$ cat config.mk
export PLATFORM = sky130hd
export DESIGN_NAME = uart_fifo_pair
export DESIGN_NICKNAME = d
export VERILOG_FILES = /design/src/rtl/ufifo_pkg.sv /design/src/rtl/ufifo_store.sv /design/src/rtl/ufifo_level.sv /design/src/rtl/ufifo_errtrack.sv /design/src/rtl/uart_fifo_pair.sv
export SDC_FILE = /design/constraint.sdc
export NUM_CORES = 1
export LEC_CHECK = 0
export ABC_AREA = 1
export BUFFER_PORTS_ARGS = -buffer_cell sky130_fd_sc_hd__buf_2
export CORE_MARGIN = 2
export CORE_UTILIZATION = 46
export DETAILED_ROUTE_END_ITERATION = 8
export GPL_ROUTABILITY_DRIVEN = 0
export GPL_TIMING_DRIVEN = 0
export PLACE_DENSITY = 0.64
export SETUP_SLACK_MARGIN = 0.3
export SLEW_MARGIN = 20
export SYNTH_ARGS = -nofsm -noshare
export SYNTH_HDL_FRONTEND = slang
export SYNTH_SLANG_ARGS = --single-unit
export TNS_END_PERCENT = 30
$ cat constraint.sdc
create_clock -name clk -period 4.3 [get_ports clk]
set_clock_uncertainty 0.1 [all_clocks]
set_input_delay 0.215 -clock clk [delete_from_list [all_inputs] [get_ports clk]]
set_output_delay 0.215 -clock clk [all_outputs]
set_load 0.005 [all_outputs]
$ cat src/rtl/ufifo_pkg.sv
package ufifo_pkg;
   localparam int ERR_W  = 4;
   localparam int TRIG_W = 2;
   localparam int LINE_FLAG_W = 3;

   // error status bit positions (bit order is visible at the ports)
   localparam int ERR_OVR = 0;
   localparam int ERR_PAR = 1;
   localparam int ERR_FRM = 2;
   localparam int ERR_BRK = 3;

   // line flags arrive as {break, frame, parity}; overrun is added here
   function automatic logic [ERR_W-1:0] err_pack(input logic [LINE_FLAG_W-1:0] flags);
      logic [ERR_W-1:0] e;
      e          = '0;
      e[ERR_PAR] = flags[0];
      e[ERR_FRM] = flags[1];
      e[ERR_BRK] = flags[2];
      return e;
   endfunction

   function automatic logic [ERR_W-1:0] ovr_mask();
      logic [ERR_W-1:0] e;
      e          = '0;
      e[ERR_OVR] = 1'b1;
      return e;
   endfunction
endpackage

$ cat src/rtl/ufifo_store.sv
module ufifo_store #(
   parameter int W        = 8,
   parameter int DEPTH    = 16,
   parameter bit MARKABLE = 1'b0
) (
   input  logic                     clk,
   input  logic                     rst_n,
   input  logic                     clr,
   input  logic [$clog2(DEPTH):0]   cap,
   input  logic                     push,
   input  logic                     pop,
   input  logic [W-1:0]             wdata,
   input  logic [W-1:0]             mark_mask,
   output logic [W-1:0]             head,
   output logic [W-1:0]             tail,
   output logic [$clog2(DEPTH):0]   occ,
   output logic                     full,
   output logic                     push_ok,
   output logic                     pop_ok,
   output logic                     mark_ok
);
   localparam int PW = $clog2(DEPTH);
   localparam int OW = PW + 1;

   logic [W-1:0]  mem [DEPTH];
   logic [PW-1:0] wr_ptr, rd_ptr;

   always_comb begin
      full    = (occ >= cap);
      pop_ok  = pop && (occ != '0);
      push_ok = push && (!full || pop_ok);
      head    = mem[rd_ptr];
      tail    = mem[wr_ptr - 1'b1];
   end

   generate
      if (MARKABLE) begin : g_mark
         assign mark_ok = push && full && !pop_ok;
      end else begin : g_nomark
         assign mark_ok = 1'b0;
      end
   endgenerate

   always_ff @(posedge clk or negedge rst_n) begin
      if (!rst_n) begin
         wr_ptr <= '0;
         rd_ptr <= '0;
         occ    <= '0;
      end else if (clr) begin
         wr_ptr <= '0;
         rd_ptr <= '0;
         occ    <= '0;
      end else begin
         if (push_ok) wr_ptr <= wr_ptr + 1'b1;
         if (pop_ok)  rd_ptr <= rd_ptr + 1'b1;
         occ <= occ + OW'(push_ok) - OW'(pop_ok);
      end
   end

   always_ff @(posedge clk) begin
      if (push_ok)
         mem[wr_ptr] <= wdata;
      else if (mark_ok)
         mem[wr_ptr - 1'b1] <= tail | mark_mask;
   end
endmodule

$ cat src/rtl/ufifo_level.sv
module ufifo_level #(
   parameter int DEPTH   = 16,
   parameter bit RX_SIDE = 1'b1
) (
   input  logic                   en,
   input  logic [1:0]             sel,
   input  logic [$clog2(DEPTH):0] occ,
   output logic                   req
);
   localparam int OW   = $clog2(DEPTH) + 1;
   localparam int STEP = DEPTH / 4;

   logic [OW-1:0] thr;

   generate
      if (RX_SIDE) begin : g_rx
         // fill-up threshold: one to four quarters of the depth
         always_comb begin
            thr = OW'((int'(sel) + 1) * STEP);
            req = en ? (occ >= thr) : (occ != '0);
         end
      end else begin : g_tx
         // drain threshold: code 0 gives zero, i.e. empty
         always_comb begin
            thr = OW'(int'(sel) * STEP);
            req = en ? (occ <= thr) : (occ == '0);
         end
      end
   endgenerate
endmodule

$ cat src/rtl/ufifo_errtrack.sv
module ufifo_errtrack #(
   parameter int DEPTH = 16
) (
   input  logic clk,
   input  logic rst_n,
   input  logic clr,
   input  logic add_new,
   input  logic add_mark,
   input  logic drop,
   output logic present
);
   localparam int CW = $clog2(DEPTH) + 1;

   logic [CW-1:0] n_err;

   always_ff @(posedge clk or negedge rst_n) begin
      if (!rst_n)
         n_err <= '0;
      else if (clr)
         n_err <= '0;
      else
         n_err <= n_err + CW'(add_new | add_mark) - CW'(drop);
   end

   assign present = (n_err != '0);
endmodule

$ cat src/rtl/uart_fifo_pair.sv
module uart_fifo_pair
   import ufifo_pkg::*;
#(
   parameter int DEPTH  = 16,
   parameter int DATA_W = 8
) (
   input  logic                     clk,
   input  logic                     rst_n,
   input  logic                     fifo_en,
   input  logic                     rx_clr,
   input  logic                     tx_clr,
   input  logic [TRIG_W-1:0]        rx_trig_sel,
   input  logic [TRIG_W-1:0]        tx_trig_sel,
   input  logic                     tx_push,
   input  logic [DATA_W-1:0]        tx_wr_data,
   input  logic                     tx_pop,
   output logic [DATA_W-1:0]        tx_rd_data,
   output logic [$clog2(DEPTH)-1:0] tx_count,
   output logic                     tx_full,
   output logic                     tx_req,
   input  logic                     rx_push,
   input  logic [DATA_W-1:0]        rx_wr_data,
   input  logic [LINE_FLAG_W-1:0]   rx_wr_flags,
   input  logic                     rx_pop,
   output logic [DATA_W-1:0]        rx_rd_data,
   output logic [ERR_W-1:0]         rx_rd_err,
   output logic [$clog2(DEPTH)-1:0] rx_count,
   output logic                     rx_full,
   output logic                     rx_req,
   output logic                     rx_err_present
);
   localparam int PW   = $clog2(DEPTH);
   localparam int OW   = PW + 1;
   localparam int RX_W = DATA_W + ERR_W;

   generate
      if (DEPTH < 4 || (DEPTH % 4) != 0 || (DEPTH & (DEPTH - 1)) != 0) begin : g_bad_depth
         $error("DEPTH must be a power of two of at least 4");
      end
      if (DATA_W < 1) begin : g_bad_width
         $error("DATA_W must be positive");
      end
   endgenerate

   // mode tracking: a change of fifo_en flushes both directions
   logic          en_q;
   logic          flush;
   logic [OW-1:0] cap;

   always_ff @(posedge clk or negedge rst_n) begin
      if (!rst_n) en_q <= 1'b1;
      else        en_q <= fifo_en;
   end

   assign flush = (fifo_en != en_q);
   assign cap   = fifo_en ? OW'(DEPTH) : OW'(1);

   // transmit direction
   logic [OW-1:0]     tx_occ;
   logic [DATA_W-1:0] tx_tail_unused;
   logic              tx_push_ok_unused, tx_pop_ok_unused, tx_mark_unused;

   ufifo_store #(.W(DATA_W), .DEPTH(DEPTH), .MARKABLE(1'b0)) u_tx_store (
      .clk       (clk),
      .rst_n     (rst_n),
      .clr       (tx_clr | flush),
      .cap       (cap),
      .push      (tx_push),
      .pop       (tx_pop),
      .wdata     (tx_wr_data),
      .mark_mask ('0),
      .head      (tx_rd_data),
      .tail      (tx_tail_unused),
      .occ       (tx_occ),
      .full      (tx_full),
      .push_ok   (tx_push_ok_unused),
      .pop_ok    (tx_pop_ok_unused),
      .mark_ok   (tx_mark_unused)
   );

   ufifo_level #(.DEPTH(DEPTH), .RX_SIDE(1'b0)) u_tx_level (
      .en  (fifo_en),
      .sel (tx_trig_sel),
      .occ (tx_occ),
      .req (tx_req)
   );

   assign tx_count = tx_occ[PW-1:0];

   // receive direction: entry = {error status, byte}
   logic [OW-1:0]     rx_occ;
   logic [RX_W-1:0]   rx_head, rx_tail;
   logic [ERR_W-1:0]  rx_tail_err;
   logic [DATA_W-1:0] rx_tail_data_unused;
   logic              rx_push_ok, rx_pop_ok, rx_mark_ok;

   ufifo_store #(.W(RX_W), .DEPTH(DEPTH), .MARKABLE(1'b1)) u_rx_store (
      .clk       (clk),
      .rst_n     (rst_n),
      .clr       (rx_clr | flush),
      .cap       (cap),
      .push      (rx_push),
      .pop       (rx_pop),
      .wdata     ({err_pack(rx_wr_flags), rx_wr_data}),
      .mark_mask ({ovr_mask(), {DATA_W{1'b0}}}),
      .head      (rx_head),
      .tail      (rx_tail),
      .occ       (rx_occ),
      .full      (rx_full),
      .push_ok   (rx_push_ok),
      .pop_ok    (rx_pop_ok),
      .mark_ok   (rx_mark_ok)
   );

   assign {rx_rd_err, rx_rd_data}             = rx_head;
   assign {rx_tail_err, rx_tail_data_unused}  = rx_tail;

   ufifo_level #(.DEPTH(DEPTH), .RX_SIDE(1'b1)) u_rx_level (
      .en  (fifo_en),
      .sel (rx_trig_sel),
      .occ (rx_occ),
      .req (rx_req)
   );

   ufifo_errtrack #(.DEPTH(DEPTH)) u_errtrack (
      .clk      (clk),
      .rst_n    (rst_n),
      .clr      (rx_clr | flush),
      .add_new  (rx_push_ok && (rx_wr_flags != '0)),
      .add_mark (rx_mark_ok && (rx_tail_err == '0)),
      .drop     (rx_pop_ok && (rx_rd_err != '0)),
      .present  (rx_err_present)
   );

   assign rx_count = rx_occ[PW-1:0];
endmodule

== Word-level counts from Yosys, hierarchy flattened ==
Memories as Yosys holds them, arrays and structs flattened.
Cells that the tools add are included.
W data, S select, Z words.
Word-level totals
  register bits: 32
  latch bits: 0
  bits in writable memories: 320
  memory bits (read-only): 0
  bits of input ports: 32
  output and inout bits: 33
  word-level logic and storage cells: 80
  memories: 2
Memory list
  u_rx_store.mem: depth 16, bits a word 12, read ports 2, clocked after Yosys merged registers in 0, wr ports 1, RTL line ufifo_store.sv:25  | logic [W-1:0] mem [DEPTH];
  u_tx_store.mem: depth 16, bits a word 8, read ports 1, clocked after Yosys merged registers in 0, wr ports 1, RTL line ufifo_store.sv:25
Cells by class
  add/sub/neg operators: 12
  multipliers: 0
  div/mod/pow operators: 0
  magnitude comparators: 4
  eq/ne operators: 1
  shift-type cells: 0
  muxes and demuxes: 24
  bitwise operators: 3
  reduce and logical (&&, ||, !) cells: 26
Operator list (number)
  $mux W4: 9
  $mux W5: 4
  $add A4 B1 Y4 const B: 4
  $ge A5 B5 Y1: 3
  $reduce_bool A5 Y1: 3
  $sub A5 B1 Y5: 3
  $mux W12: 1
  $reduce_or A12 Y1: 1
  $add A5 B1 Y5: 2
  $mux W1: 10
  $logic_and A1 B1 Y1: 9
  $reduce_bool A2 Y1: 4
  $add A5 B5 Y5: 1
  $le A5 B4 Y1: 1
  $logic_not A5 Y1: 1
  $logic_not A4 Y1: 1
  $reduce_bool A4 Y1: 1
  $sub A4 B1 Y4 const B: 1
  $add A2 B1 Y3 const B: 1
  $logic_not A1 Y1: 3
  $or A1 B1 Y1: 3
  $reduce_bool A3 Y1: 1
  $logic_or A1 B1 Y1: 2
  $ne A1 B1 Y1: 1

== Longest topological paths before layout ==
Gate-level depths: netlist (run 1).
  depth in word-level cells: 10
  mapped depth: 23
  depth with buffers taken out: 20

== Modules after synthesis ==
Synthesis (run 1) repeated with hierarchy kept, for this count alone.
Second synthesis, totals
  cell total of the unflattened synthesis: 2027
  area total of the unflattened synthesis: 18928.2 um^2
Modules (own cells, without submodules)
  ufifo_store (u_rx_store): times used 1, cells an instance 1150, area each 10739.0 um^2, seq. area each 6090.8 um^2
  ufifo_store (u_tx_store): times used 1, cells an instance 768, area each 7484.7 um^2, seq. area each 4169.0 um^2
  ufifo_errtrack: times used 1, cells an instance 47, area each 371.6 um^2, seq. area each 125.1 um^2
  ufifo_level (u_rx_level): times used 1, cells an instance 23, area each 127.6 um^2, seq. area each 0.0 um^2
  uart_fifo_pair: times used 1, cells an instance 20, area each 112.6 um^2, seq. area each 26.3 um^2
  ufifo_level (u_tx_level): times used 1, cells an instance 19, area each 92.6 um^2, seq. area each 0.0 um^2

== Worst setup path after synthesis (run 1) ==
OpenSTA, ideal clock, no wires.
  kind: register to register
  from: reg u_rx_store.wr_ptr[0]
  to: reg u_errtrack.n_err[4]
  arrival time: 3009 ps
  required time: 4077 ps
  path slack: 1069 ps
  cell stages (with the launch flop): 24
  clock period less this slack: 3231 ps
  cells stage by stage: dfrtp_1 buf_2 inv_2 buf_2 ha_1 clkbuf_1 inv_1 clkbuf_1 nand3_1 nand3_1 nand3_1 nand2_1 nor2_1 nand3_1 nand2_1 ha_1 inv_1 fa_1 inv_1 nand2_1 a21oi_1 nor2_1 xor2_1 nor2_1
On the way
  word-level cells in the longest chain between the ends: 8
Ends and longest elaborated chain
  start, declared: RTL line ufifo_store.sv:26  | logic [PW-1:0] wr_ptr, rd_ptr;
  start signal, assigned: RTL line ufifo_store.sv:54  | if (push_ok) wr_ptr <= wr_ptr + 1'b1;
  $sub A4 B1 Y4: RTL line ufifo_store.sv:33  | tail = mem[wr_ptr - 1'b1];
  $mem_v2 Z16 W12
  $logic_not A4 Y1: RTL line uart_fifo_pair.sv:130  | .add_mark (rx_mark_ok && (rx_tail_err == '0)),
  $logic_and A1 B1 Y1: RTL line uart_fifo_pair.sv:130
  $or A1 B1 Y1: RTL line ufifo_errtrack.sv:22  | n_err <= n_err + CW'(add_new | add_mark) - CW'(drop);
  $add A5 B5 Y5: RTL line ufifo_errtrack.sv:22
  $sub A5 B1 Y5: RTL line ufifo_errtrack.sv:22
  $mux W5: RTL line ufifo_errtrack.sv:19  | else if (clr)
  end signal, assigned: RTL line ufifo_errtrack.sv:22
  end, declared: RTL line ufifo_errtrack.sv:14  | logic [CW-1:0] n_err;
Every way passes these cells.
A chain may end at the register's enable or synchronous reset.

== Worst setup path after layout (run 1) ==
Ends and elaborated chain as after synthesis.

==> results by group, run 1 <==
Timing
  • Max_slew headroom: 0.3024
  • Slew at the pin with the worst max-slew slack: 1.045 ns
  • Max Freq: 0.2657 GHz
  • Minimum clock period: 3.763 ns
  • TNS Setup: 0 ns
  • Final hold viol count: 0
  • Min setup slack post-route: 0.5366 ns
  • Max-slew violation count: 0
  • Final setup vio count: 0
  • RSZ-0062 raised after global routing: false
  • Final period util: 0.8752

CTS
  • CTS tree: built
  • Clock transition at path regs: 0.06 ns
  • Clock Latency Late Sink: 0.57 ns
  • Maximum buffer depth of the clock tree: 3
  • Clock sink count: 352
  • Total CTS buffers: 39
  • CTS Root Cell: clkbuf_16
  • Max H-tree Level: 2

Yosys
  • #FFs+latches synth: 352
  • Simple-Gate Fraction of Synth Area: 0.1356
  • Post-synth cell types: 40
  • Post-synthesis cell area: 0.01726 mm²
  • Synth Area in XOR/XNOR: 0.006453
  • Synth Area in Compound Gates: 0.1401
  • Top_reg_cell synth: edfxtp_1
  • Cell count after synthesis: 1,685
  • Yosys warning total: 0
  • Synth async-reset ratio: 0.09091
  • Largest family of logic cells by synthesized area: compound AO/OA/AOI/OAI gates
  • Adder-cell share of the synthesized area: 0.03248
  • Mux share of post-synthesis cell area: 0.01276
  • Synthesized net count: 1,760
  • EDFF count, synth: 320
  • Syn Area/Cell: 10.24 µm²
  • Sequential area share after synthesis: 0.6033

Global route
  • Largest net degree at the start of global routing: 33
  • First-pass GRT wire length: 79,680 µm
  • Number of global-route vias before repair: 13,320
  • Total GRT Usage: 0.2750
  • Grt ovf: 0
  • Initial antenna violation count: 0

Setup path
  • R2r setup slk: 0.54 ns
  • CP cell instances: buf_6, inv_8, buf_8, ha_2, clkbuf_2, clkbuf_1, o211ai_1, nand3_1, nand2_1, nor2_1, nor2_2, nand3_1, nand2_1, ha_1, inv_1, fa_1, inv_1, nand2_1, a21oi_1, nor2_1, xor2_1, nor2_1
  • Slowest CP cell: dfrtp_2
  • CP Class: register to register
  • CP peak stage delay: 0.44 ns
  • Crit Path Max Fanout: 10
  • Arrival @ worst endpoint: 4.10 ns
  • CP Launch Type: register
  • CP endpoint kind: register
  • CP Data Required Time: 4.64 ns

Floorplanning
  • Core area: 0.03679 mm²
  • Die X: 197.7 µm
  • Die Ht: 197.7 µm
  • IO Pins: 65
  • Effective utilization at floorplan: 0.4691
  • Row Count: 70
  • Die area: 0.03908 mm²

Power and ir drop
  • Pwr Total: 11,080 µW
  • Lkg Pwr: 0.007371 µW
  • Power per Cell Area: 562.4 mW/mm²
  • Worst vdd ir: 0.3268 mV

Placement
  • Detailed Place HPWL: 35,010 µm
  • Port Buffers: 63
  • Post-placement setup slack: 0.02459 ns
  • Dpl cells: 2,221
  • Placed cell areas: 0.01827 mm²

Cells and area
  • # nets final: 1,885
  • Area Overhead vs Synth: 14.15%
  • Share of layout cells above drive strength 1: 0.1204
  • Finished Layout Cells: 2,304
  • Post-route cell area: 0.01970 mm²
  • Diode count: 0
  • Filler Cell Count: 3,200

Min path
  • Worst Hold Class: primary input to register

Route
  • DR iter-0 viols: 2,021
  • Highest Signal Layer: met5
  • Wirelength per Cell: 23.04 µm
  • Drt pass-1 iters: 7
  • DRC: 0
  • Final WL: 53,080 µm
  • Post-DRT Antenna Nets: 0
  • Vias/cell: 6.025
  • Metal3 WL: 5888 µm
  • WL met2: 23,960 µm
  • Vias: 13,880
  • Met1 wire length: 20,490 µm

Run status
  • Status: completed

Job
  • Total of max-cap violations: 0
==> area by class of cell <==
| cell class | count | area [µm²] | area share |
|---|---|---|---|
| Tap cell | 468 | 585.6 | 0.02972 |
| Sequential cell | 352 | 10410 | 0.5286 |
| Buffer | 111 | 556.8 | 0.02826 |
| Multi-Input combinational cell | 1044 | 5722 | 0.2904 |
| Inverter | 178 | 675.6 | 0.03430 |
| Timing Repair Buffer | 84 | 541.8 | 0.02750 |
| Clock inverter | 20 | 157.7 | 0.008003 |
| Clock buffer | 47 | 1049 | 0.05322 |
==> placed cells by master (no fill, tap or decap), drive strengths merged, types with 15 or more instances in the layout <==
cell    count
nor2      135
clkinv     15
o21ai     168
nand3     171
edfxtp    320
mux2i      22
inv       177
buf       141
nand2     243
dfrtp      31
o221ai     20
ha         40
a21oi     108
clkbuf     87
o211ai     91
==> state kept, by name, indices dropped and copies added, names as in the netlist <==
signal and flops:
en_q 1, u_tx_store.rd_ptr 4, u_rx_store.mem 192, u_errtrack.n_err 5
u_tx_store.occ 5, u_tx_store.wr_ptr 4, u_rx_store.occ 5, u_rx_store.rd_ptr 4
u_rx_store.wr_ptr 4, u_tx_store.mem 128
==> repair_timing <==
action                     in CTS  in global routing
resized for setup               9                 15
hold endpoints to repair      146                  0
setup endpoints to repair      87                 62
setup buffers                   1                  1
hold buffers                   14                  0
cloned                          0                  0
pin swaps                       1                  0
==> routing by layer <==
| layer | track usage | vias to the layer above |
|---|---|---|
| li1 | - | 6194 |
| met1 | 0.3604 | 6471 |
| met2 | 0.4313 | 998 |
| met3 | 0.05621 | 217 |
| met4 | 0.1470 | 2 |
| met5 | 0.008940 | - |
==> path summary, 6_finish.rpt <==
| path | from | endpoint | cells after the start |
|---|---|---|---|
| max in group asynchronous | rst_n | u_rx_store.wr_ptr[0] | 2 |
| worst max register to register | u_rx_store.wr_ptr[0] | u_errtrack.n_err[4] | 22 |
| min in group asynchronous | rst_n | u_tx_store.occ[3] | 2 |
| worst min register to register | u_tx_store.wr_ptr[3] | u_tx_store.wr_ptr[3] | 2 |
| worst min-delay path | tx_wr_data[4] | u_tx_store.mem[7][4] | 1 |
| worst max-delay path | u_rx_store.wr_ptr[0] | u_errtrack.n_err[4] | 22 |
==> cell families (layout without fill, tap and decap cells) <==
group | Yosys count | count (layout)
AO/OA/AOI/OAI | 412 | 412
XOR/XNOR | 11 | 11
multiplexers | 22 | 22
adder cells (fa/ha/maj) | 43 | 43
AND/OR/NAND/NOR | 556 | 556
flip-flops | 352 | 352
buffers and inverters | 289 | 440
==> synthesized netlist by cell type, types with 3 or more instances <==
library cell,n,area share
buf_1,12,0.0026
edfxtp_1,320,0.56
clkbuf_1,40,0.0087
nand2_1,242,0.053
o21ai_0,159,0.046
a21oi_1,108,0.031
fa_1,3,0.0035
o22ai_1,10,0.0036
inv_1,175,0.038
xnor2_1,3,0.0015
ha_1,40,0.029
nand4_1,3,0.0011
o21a_1,9,0.0039
nand3_1,170,0.049
mux2i_1,22,0.013
dfrtp_1,31,0.045
o211ai_1,91,0.040
buf_2,47,0.014
buf_4,10,0.0043
xor2_1,6,0.0030
nor2_1,135,0.029
o21ai_1,9,0.0026
o221ai_1,20,0.010
==> power breakdown <==
group          switching [µW]  internal, µW  leakage (µW)
Sequential                113          4230       0.00332
Clock                    1370          1850      0.000584
Combinational            2410          1100       0.00346
==> metrics by stage <==
stage	hold slack, ns	utilization
2_1_floorplan	-0.1806	-
3_3_place_gp	0.2269	0.4936
3_5_place_dp	0.2315	0.4967
4_1_cts	0.003341	0.5344
5_1_grt	0.02246	0.5355
6_report	0.02020	0.5355
==> worst max-delay path: cells and delay by family, from the launching register on <==
kind            cells  cell delay [ns]
buf+inv             7             1.06
flops               1             0.44
xor+xnor            1             0.13
compound gates      2             0.33
fa+ha+maj           3             0.83
simple gates        9             0.75
(Power assumes the default switching activity.)
==> inputs of run 2 (changes only) <==
--- a/config.mk
+++ b/config.mk
@@ -6,7 +6,7 @@
 export NUM_CORES = 1
 export LEC_CHECK = 0
 export ABC_AREA = 1
-export BUFFER_PORTS_ARGS = -buffer_cell sky130_fd_sc_hd__buf_2
+export BUFFER_PORTS_ARGS = -buffer_cell sky130_fd_sc_hd__clkbuf_2
 export CORE_MARGIN = 2
 export CORE_UTILIZATION = 46
 export DETAILED_ROUTE_END_ITERATION = 8
==> run 2 against run 1 <==
Non-clock buffer count decreased by 7. Via count fell by 0.88%. Clock power down 2%. Core utilization down 0.25 points. Wire length fell by 1.8%. Cell area down 0.46%. Sequential cell count did not move. Sequential power hardly changed. Worst setup slack improved by 0.066 ns. Global-route usage shrank 0.69 points. Sequential share of layout area up 0.25 points. Critical endpoint unchanged. Largest cell class unchanged. Largest power group unchanged.
==> results by group, run 2 (synthesis gave the netlist of run 1 again) <==
Run status
  • Status: completed (unchanged)

Cells and area
  • Post-route cell area: 0.01961 mm² (was 0.01970 mm²)
  • Final core occ: 0.5331 (was 0.5355)
  • Diode count: 0 (unchanged)
  • # nets final: 1,877 (was 1,885)
  • Largest reg by FF count: u_rx_store.mem (unchanged)
  • Commonest non-fill, non-tap cell in the layout: edfxtp_1 (unchanged)
  • Filler Cell Count: 3,184 (was 3,200)
  • Max FFs per register: 192 (unchanged)
  • Biggest regs: u_rx_store.mem: 192 flops, u_tx_store.mem: 128 flops (unchanged)
  • Share of layout cells above drive strength 1: 0.1215 (was 0.1204)
  • Most frequent cells in the layout: edfxtp_1 (320), nand2_1 (242), inv_1 (174) (unchanged)
  • Area Overhead vs Synth: 13.62% (was 14.15%)

Route
  • Post-DRT Antenna Nets: 0 (unchanged)
  • Drt pass-1 iters: 6 (was 7)
  • Final WL: 52,140 µm (was 53,080 µm)
  • Vias: 13,760 (was 13,880)
  • Wirelength per Cell: 22.72 µm (was 23.04 µm)
  • DR iter-0 viols: 1,760 (was 2,021)
  • Vias/cell: 5.996 (was 6.025)
  • DRC: 0 (unchanged)

Setup path
  • CP Data Required Time: 4.61 ns (was 4.64 ns)
  • CP endpoint kind: register (unchanged)
  • CP Depth: 23 (was 22)
  • R2r worst-path depth: 23 (was 22)
  • CP Launch Point: u_rx_store.wr_ptr[0] (unchanged)
  • Reg2reg start: u_rx_store.wr_ptr[0] (unchanged)
  • Worst path bufs/invs: 8 (was 7)
  • Arrival @ worst endpoint: 4.01 ns (was 4.10 ns)
  • Crit Path Max Fanout: 10 (unchanged)
  • Slowest CP cell: dfrtp_2 (unchanged)
  • CP Class: register to register (unchanged)
  • Setup crit end: u_errtrack.n_err[4] (unchanged)
  • CP Launch Type: register (unchanged)
  • R2r setup slk: 0.60 ns (was 0.54 ns)
  • CP cell instances: buf_6, inv_8, buf_6, ha_2, clkbuf_2, inv_2, clkbuf_4, o211ai_1, nand3_1, nand3_1, nand2_1, nor2_2, nand3_1, nand2_1, ha_1, inv_1, fa_1, inv_1, nand2_1, a21oi_2, nor2_1, xor2_1, nor2_1 (was buf_6, inv_8, buf_8, ha_2, clkbuf_2, clkbuf_1, o211ai_1, nand3_1, nand2_1, nor2_1, nor2_2, nand3_1, nand2_1, ha_1, inv_1, fa_1, inv_1, nand2_1, a21oi_1, nor2_1, xor2_1, nor2_1)
  • Family with the most delay on the worst path: buffers and inverters (unchanged)
  • CP peak stage delay: 0.41 ns (was 0.44 ns)
  • FF-to-FF End: u_errtrack.n_err[4] (unchanged)

Placement
  • Placed cell areas: 0.01827 mm² (unchanged)
  • Detailed Place HPWL: 34,850 µm (was 35,010 µm)
  • Port Buffers: 63 (unchanged)

Global route
  • Global routing's busiest layer: met2 (unchanged)
  • Total GRT Usage: 0.2681 (was 0.2750)
  • M1 GR Usage: 0.3632 (was 0.3604)
  • First-pass GRT wire length: 78,290 µm (was 79,680 µm)
  • Grt ovf: 0 (unchanged)
  • Initial antenna violation count: 0 (unchanged)
  • Met2 GRT Util: 0.4268 (was 0.4313)
  • Number of global-route vias before repair: 13,090 (was 13,320)
  • Largest net degree at the start of global routing: 33 (unchanged)
  • GR Util met3: 0.04377 (was 0.05621)

Timing
  • Max-slew violation count: 0 (unchanged)
  • Final setup vio count: 0 (unchanged)
  • Final period util: 0.8598 (was 0.8752)
  • TNS Setup: 0 ns (unchanged)
  • Max Freq: 0.2705 GHz (was 0.2657 GHz)
  • Slew at the pin with the worst max-slew slack: 0.9951 ns (was 1.045 ns)
  • Min Hold Slack: 0.03703 ns (was 0.02020 ns)
  • Max_slew headroom: 0.3359 (was 0.3024)
  • Final hold viol count: 0 (unchanged)
  • Minimum clock period: 3.697 ns (was 3.763 ns)
  • RSZ-0062 raised after global routing: false (unchanged)

CTS
  • Max H-tree Level: 2 (unchanged)
  • Clock sink count: 352 (unchanged)
  • CTS Root Cell: clkbuf_16 (unchanged)
  • CTS tree: built (unchanged)
  • Maximum buffer depth of the clock tree: 3 (unchanged)
  • Clock Latency Late Sink: 0.55 ns (was 0.57 ns)
  • Total CTS buffers: 38 (was 39)
  • Clock transition at path regs: 0.06 ns (about the same)

Floorplanning
  • Effective utilization at floorplan: 0.4691 (unchanged)
  • Die Ht: 197.7 µm (unchanged)
  • Die area: 0.03908 mm² (unchanged)
  • Die X: 197.7 µm (unchanged)
  • Row Count: 70 (unchanged)
  • Core area: 0.03679 mm² (unchanged)
  • IO Pins: 65 (unchanged)

Power and ir drop
  • Pwr Total: 11,000 µW (was 11,080 µW)
  • Power per Cell Area: 561.0 mW/mm² (was 562.4 mW/mm²)
  • Worst vdd ir: 0.3414 mV (was 0.3268 mV)
  • Lkg Pwr: 0.007347 µW (was 0.007371 µW)

Min path
  • Worst Hold Class: primary input to register (unchanged)
  • Hold Path Stages: 5 (was 1)

Job
  • Total of max-cap violations: 0 (unchanged)
run 2: metrics by stage:
step                      std cells  setup WS (ns)
final                          2295         0.6030
after global routing           2295         0.2881
after CTS                      2292         0.3032
after detailed placement       2221        0.02734
after global placement         2216        -0.2547
after floorplan                1685          1.069
run 2: worst min-delay path by stage:
stage | start | endpoint | slack (ns)
2_1_floorplan | rst_n | u_errtrack.n_err[0] | -0.18
3_3_place_gp | rst_n | u_tx_store.occ[3] | 0.26
3_5_place_dp | rst_n | u_tx_store.occ[3] | 0.26
4_1_cts | rx_push | u_rx_store.wr_ptr[0] | 0.01
5_1_grt | tx_wr_data[0] | u_tx_store.mem[12][0] | 0.06
6_report | tx_push | u_tx_store.wr_ptr[0] | 0.04
run 2: cell type report:
cell class,count,area [µm²],area share
timing repair buffer,77,469.2,0.02393
clock buffer,48,1040,0.05302
clock inverter,17,137.6,0.007019
buffer,111,563.0,0.02871
sequential,352,10410,0.5310
tap,468,585.6,0.02986
multi-input combinational,1044,5725,0.2920
inverter,178,675.6,0.03446
run 2: metal layers:
layer / vias to the layer above / part of all wire
li1: 6183 / -
met1: 6465 / 0.39
met2: 938 / 0.46
met3: 174 / 0.11
met4: 0 / 0.042
met5: - / 0
run 2: worst register-to-register path: stages, from the launching register on:
cell and delay, ns:
dfrtp_2 0.41, buf_6 0.17, inv_8 0.07, buf_6 0.15
ha_2 0.31, clkbuf_2 0.17, inv_2 0.11, clkbuf_4 0.23
o211ai_1 0.12, nand3_1 0.09, nand3_1 0.07, nand2_1 0.09
nor2_2 0.14, nand3_1 0.10, nand2_1 0.09, ha_1 0.18
inv_1 0.07, fa_1 0.39, inv_1 0.09, nand2_1 0.07
a21oi_2 0.12, nor2_1 0.06, xor2_1 0.13, nor2_1 0.05
run 2: timing repair:
item	4_1_cts	5_1_grt
buffers inserted	0	3
cloned	0	0
hold buffers	6	0
endpoints found under the setup margin	91	63
hold endpoints to repair	42	0
resized for setup	10	22
pin swaps	0	1
run 2: where the power goes:
part | internal (µW) | switching, µW
Sequential | 4220 | 110
Combinational | 1110 | 2400
Clock | 1830 | 1330
==> inputs of run 3 (changes only) <==
--- a/config.mk
+++ b/config.mk
@@ -9,6 +9,7 @@
 export BUFFER_PORTS_ARGS = -buffer_cell sky130_fd_sc_hd__clkbuf_2
 export CORE_MARGIN = 2
 export CORE_UTILIZATION = 46
+export CTS_BUF_LIST = sky130_fd_sc_hd__clkbuf_4 sky130_fd_sc_hd__clkbuf_8
 export DETAILED_ROUTE_END_ITERATION = 8
 export GPL_ROUTABILITY_DRIVEN = 0
 export GPL_TIMING_DRIVEN = 0
==> run 3 against run 2 <==
Global-route usage grew 0.35 points. Power shrank 0.69%. First-iteration DRC count grew 5.9%. Wire length grew 0.56%. Die area is the same. Register-to-register slack lost 0.05 ns. Sequential power is essentially flat. Clock power shrank 3%. Critical path type unchanged. Largest cell class unchanged. Largest power group unchanged. Highest routed layer unchanged.
==> results by group, run 3 (synthesis gave the netlist of run 1 again) <==
Run status
  • Status: completed (unchanged)

Timing
  • Final period util: 0.8719 (was 0.8598)
  • Max_slew headroom: 0.3456 (was 0.3359)
  • RSZ-0062 raised after global routing: false (unchanged)
  • Slew at the pin with the worst max-slew slack: 0.9806 ns (was 0.9951 ns)
  • Minimum clock period: 3.749 ns (was 3.697 ns)
  • Max Freq: 0.2667 GHz (was 0.2705 GHz)
  • Final setup vio count: 0 (unchanged)
  • Final hold viol count: 0 (unchanged)
  • Max-slew violation count: 0 (unchanged)
  • Min setup slack post-route: 0.5508 ns (was 0.6030 ns)

Power and ir drop
  • Power per Cell Area: 552.8 mW/mm² (was 561.0 mW/mm²)
  • Pwr Total: 10,930 µW (was 11,000 µW)
  • Lkg Pwr: 0.007462 µW (was 0.007347 µW)
  • Worst vdd ir: 0.2959 mV (was 0.3414 mV)

CTS
  • Total CTS buffers: 58 (was 38)
  • CTS Root Cell: clkbuf_8 (was clkbuf_16)
  • Clock Latency Late Sink: 0.68 ns (was 0.55 ns)
  • Clock transition at path regs: 0.06 ns (about the same)
  • Clock sink count: 352 (unchanged)
  • Max H-tree Level: 2 (unchanged)
  • Maximum buffer depth of the clock tree: 3 (unchanged)
  • CTS tree: built (unchanged)

Global route
  • Initial antenna violation count: 0 (unchanged)
  • First-pass GRT wire length: 79,090 µm (was 78,290 µm)
  • Number of global-route vias before repair: 13,320 (was 13,090)
  • Total GRT Usage: 0.2716 (was 0.2681)
  • Largest net degree at the start of global routing: 33 (unchanged)
  • Grt ovf: 0 (unchanged)

Min path
  • Hold Path Stages: 3 (was 5)
  • Worst hold start: rx_wr_flags[0] (was tx_push)
  • Worst Hold Class: primary input to register (unchanged)
  • Worst hold endpoint: u_rx_store.mem[2][9] (was u_tx_store.wr_ptr[0])

Setup path
  • Crit Path Max Fanout: 10 (unchanged)
  • R2r worst-path depth: 23 (unchanged)
  • CP cell instances: buf_4, inv_6, buf_6, ha_2, clkbuf_2, inv_2, clkbuf_4, o211ai_1, nand3_1, nand3_1, nand2_1, nor2_2, nand3_1, nand2_1, ha_1, inv_1, fa_1, inv_1, nand2_1, a21oi_2, nor2_1, xor2_1, nor2_1 (was buf_6, inv_8, buf_6, ha_2, clkbuf_2, inv_2, clkbuf_4, o211ai_1, nand3_1, nand3_1, nand2_1, nor2_2, nand3_1, nand2_1, ha_1, inv_1, fa_1, inv_1, nand2_1, a21oi_2, nor2_1, xor2_1, nor2_1)
  • CP peak stage delay: 0.41 ns (about the same)
  • R2r setup slk: 0.55 ns (was 0.60 ns)
  • Arrival @ worst endpoint: 4.18 ns (was 4.01 ns)
  • CP Class: register to register (unchanged)
  • CP Data Required Time: 4.73 ns (was 4.61 ns)
  • CP endpoint kind: register (unchanged)
  • Slowest CP cell: dfrtp_2 (unchanged)
  • CP Launch Type: register (unchanged)
  • FF-to-FF End: u_errtrack.n_err[4] (unchanged)
  • Reg2reg start: u_rx_store.wr_ptr[0] (unchanged)

Floorplanning
  • Row Count: 70 (unchanged)
  • Die Ht: 197.7 µm (unchanged)
  • Die X: 197.7 µm (unchanged)
  • Die area: 0.03908 mm² (unchanged)
  • Core area: 0.03679 mm² (unchanged)
  • IO Pins: 65 (unchanged)
  • Effective utilization at floorplan: 0.4691 (unchanged)

Cells and area
  • Max FFs per register: 192 (unchanged)
  • Area Overhead vs Synth: 14.51% (was 13.62%)
  • Diode count: 0 (unchanged)
  • # nets final: 1,910 (was 1,877)
  • Register area: 0.01041 mm² (unchanged)
  • Filler Cell Count: 3,197 (was 3,184)
  • Largest reg by FF count: u_rx_store.mem (unchanged)
  • Most frequent cells in the layout: edfxtp_1 (320), nand2_1 (242), inv_1 (173) (was edfxtp_1 (320), nand2_1 (242), inv_1 (174))
  • Post-route cell area: 0.01976 mm² (was 0.01961 mm²)
  • Area of the multi-input gates: 0.005725 mm² (unchanged)
  • Final core occ: 0.5372 (was 0.5331)
  • Biggest regs: u_rx_store.mem: 192 flops, u_tx_store.mem: 128 flops (unchanged)
  • Share of layout cells above drive strength 1: 0.1413 (was 0.1215)
  • Commonest non-fill, non-tap cell in the layout: edfxtp_1 (unchanged)

Placement
  • Detailed Place HPWL: 34,850 µm (unchanged)
  • Placed cell areas: 0.01827 mm² (unchanged)
  • Port Buffers: 63 (unchanged)
  • Post-placement setup slack: 0.02734 ns (unchanged)

Route
  • WL met2: 23,930 µm (was 23,800 µm)
  • Met1 wire length: 20,660 µm (was 20,380 µm)
  • Wirelength per Cell: 22.30 µm (was 22.72 µm)
  • Post-DRT Antenna Nets: 0 (unchanged)
  • DR iter-0 viols: 1,864 (was 1,760)
  • Final WL: 52,430 µm (was 52,140 µm)
  • Drt pass-1 iters: 6 (unchanged)
  • Vias: 13,970 (was 13,760)
  • Vias/cell: 5.940 (was 5.996)
  • DRC: 0 (unchanged)
  • Metal3 WL: 5592 µm (was 5756 µm)
  • Highest Signal Layer: met4 (unchanged)

Job
  • Total of max-cap violations: 0 (unchanged)
==> run 3: cell count changes in the layout (fill, tap and decap cells not counted), sizes merged <==
| cell | delta |
|---|---|
| inv | -1 |
| clkbuf | +36 |
| clkinvlp | -1 |
| buf | -1 |
| dlygate4sd3 | +14 |
| clkinv | +8 |
| bufinv | +1 |
==> run 3: stage by stage <==
stage	setup TNS (ns)	cells	hold WS, ns
2_1_floorplan	0	1685	-0.1806
3_3_place_gp	-9.271	2216	0.2582
3_5_place_dp	0	2221	0.2632
4_1_cts	0	2349	0.1095
5_1_grt	0	2351	0.1087
6_report	0	2351	0.08088
==> run 3: worst max-delay path: cells and delay by family (launching register included) <==
| family | cells | cell delay, ns |
|---|---|---|
| buf+inv | 8 | 1.10 |
| fa+ha+maj | 3 | 0.88 |
| simple gates | 9 | 0.78 |
| flops | 1 | 0.41 |
| compound gates | 2 | 0.24 |
| xor+xnor | 1 | 0.13 |
==> run 3: how the worst max path moves through the flow <==
stage               cells past startpoint                   end            startpoint  slack (ns)
CTS                                    23   u_errtrack.n_err[4]  u_rx_store.wr_ptr[0]        0.31
global placement                       11  u_rx_store.mem[2][6]  u_rx_store.wr_ptr[0]       -0.25
finish                                 23   u_errtrack.n_err[4]  u_rx_store.wr_ptr[0]        0.55
detailed placement                     21   u_errtrack.n_err[4]  u_rx_store.wr_ptr[0]        0.03
floorplan                              23   u_errtrack.n_err[4]  u_rx_store.wr_ptr[0]        1.07
global route                           23   u_errtrack.n_err[4]  u_rx_store.wr_ptr[0]        0.28
==> run 3: cell type report <==
| class | count | area share |
|---|---|---|
| clock inverters | 24 | 0.009371 |
| inverters | 178 | 0.03406 |
| repair buffers | 90 | 0.03045 |
| clock buffers | 84 | 0.05154 |
| well taps | 468 | 0.02963 |
| flip-flops and latches | 352 | 0.5269 |
| multi-input cells | 1044 | 0.2897 |
| plain buffers | 111 | 0.02830 |
==> run 3: per-layer routing <==
metal	up-vias	track usage
met2	953	0.4321
met5	-	0
li1	6264	-
met1	6556	0.3594
met3	193	0.05604
met4	0	0.1248
==> run 3: repair_timing <==
| action | CTS | global route |
|---|---|---|
| hold buffers | 20 | 0 |
| gates resized for setup | 10 | 21 |
| endpoints found under the hold margin | 154 | 0 |
| cloned | 0 | 0 |
| pin swaps | 0 | 1 |
| buffers inserted | 0 | 2 |
| endpoints found under the setup margin | 100 | 62 |
==> run 3: where the power goes <==
part | internal [µW] | switching (µW) | total [µW] | leakage, µW
sequential | 4230 | 110 | 4340 | 0.00332
combinational | 1120 | 2400 | 3530 | 0.00349
clock | 1700 | 1360 | 3060 | 0.000644
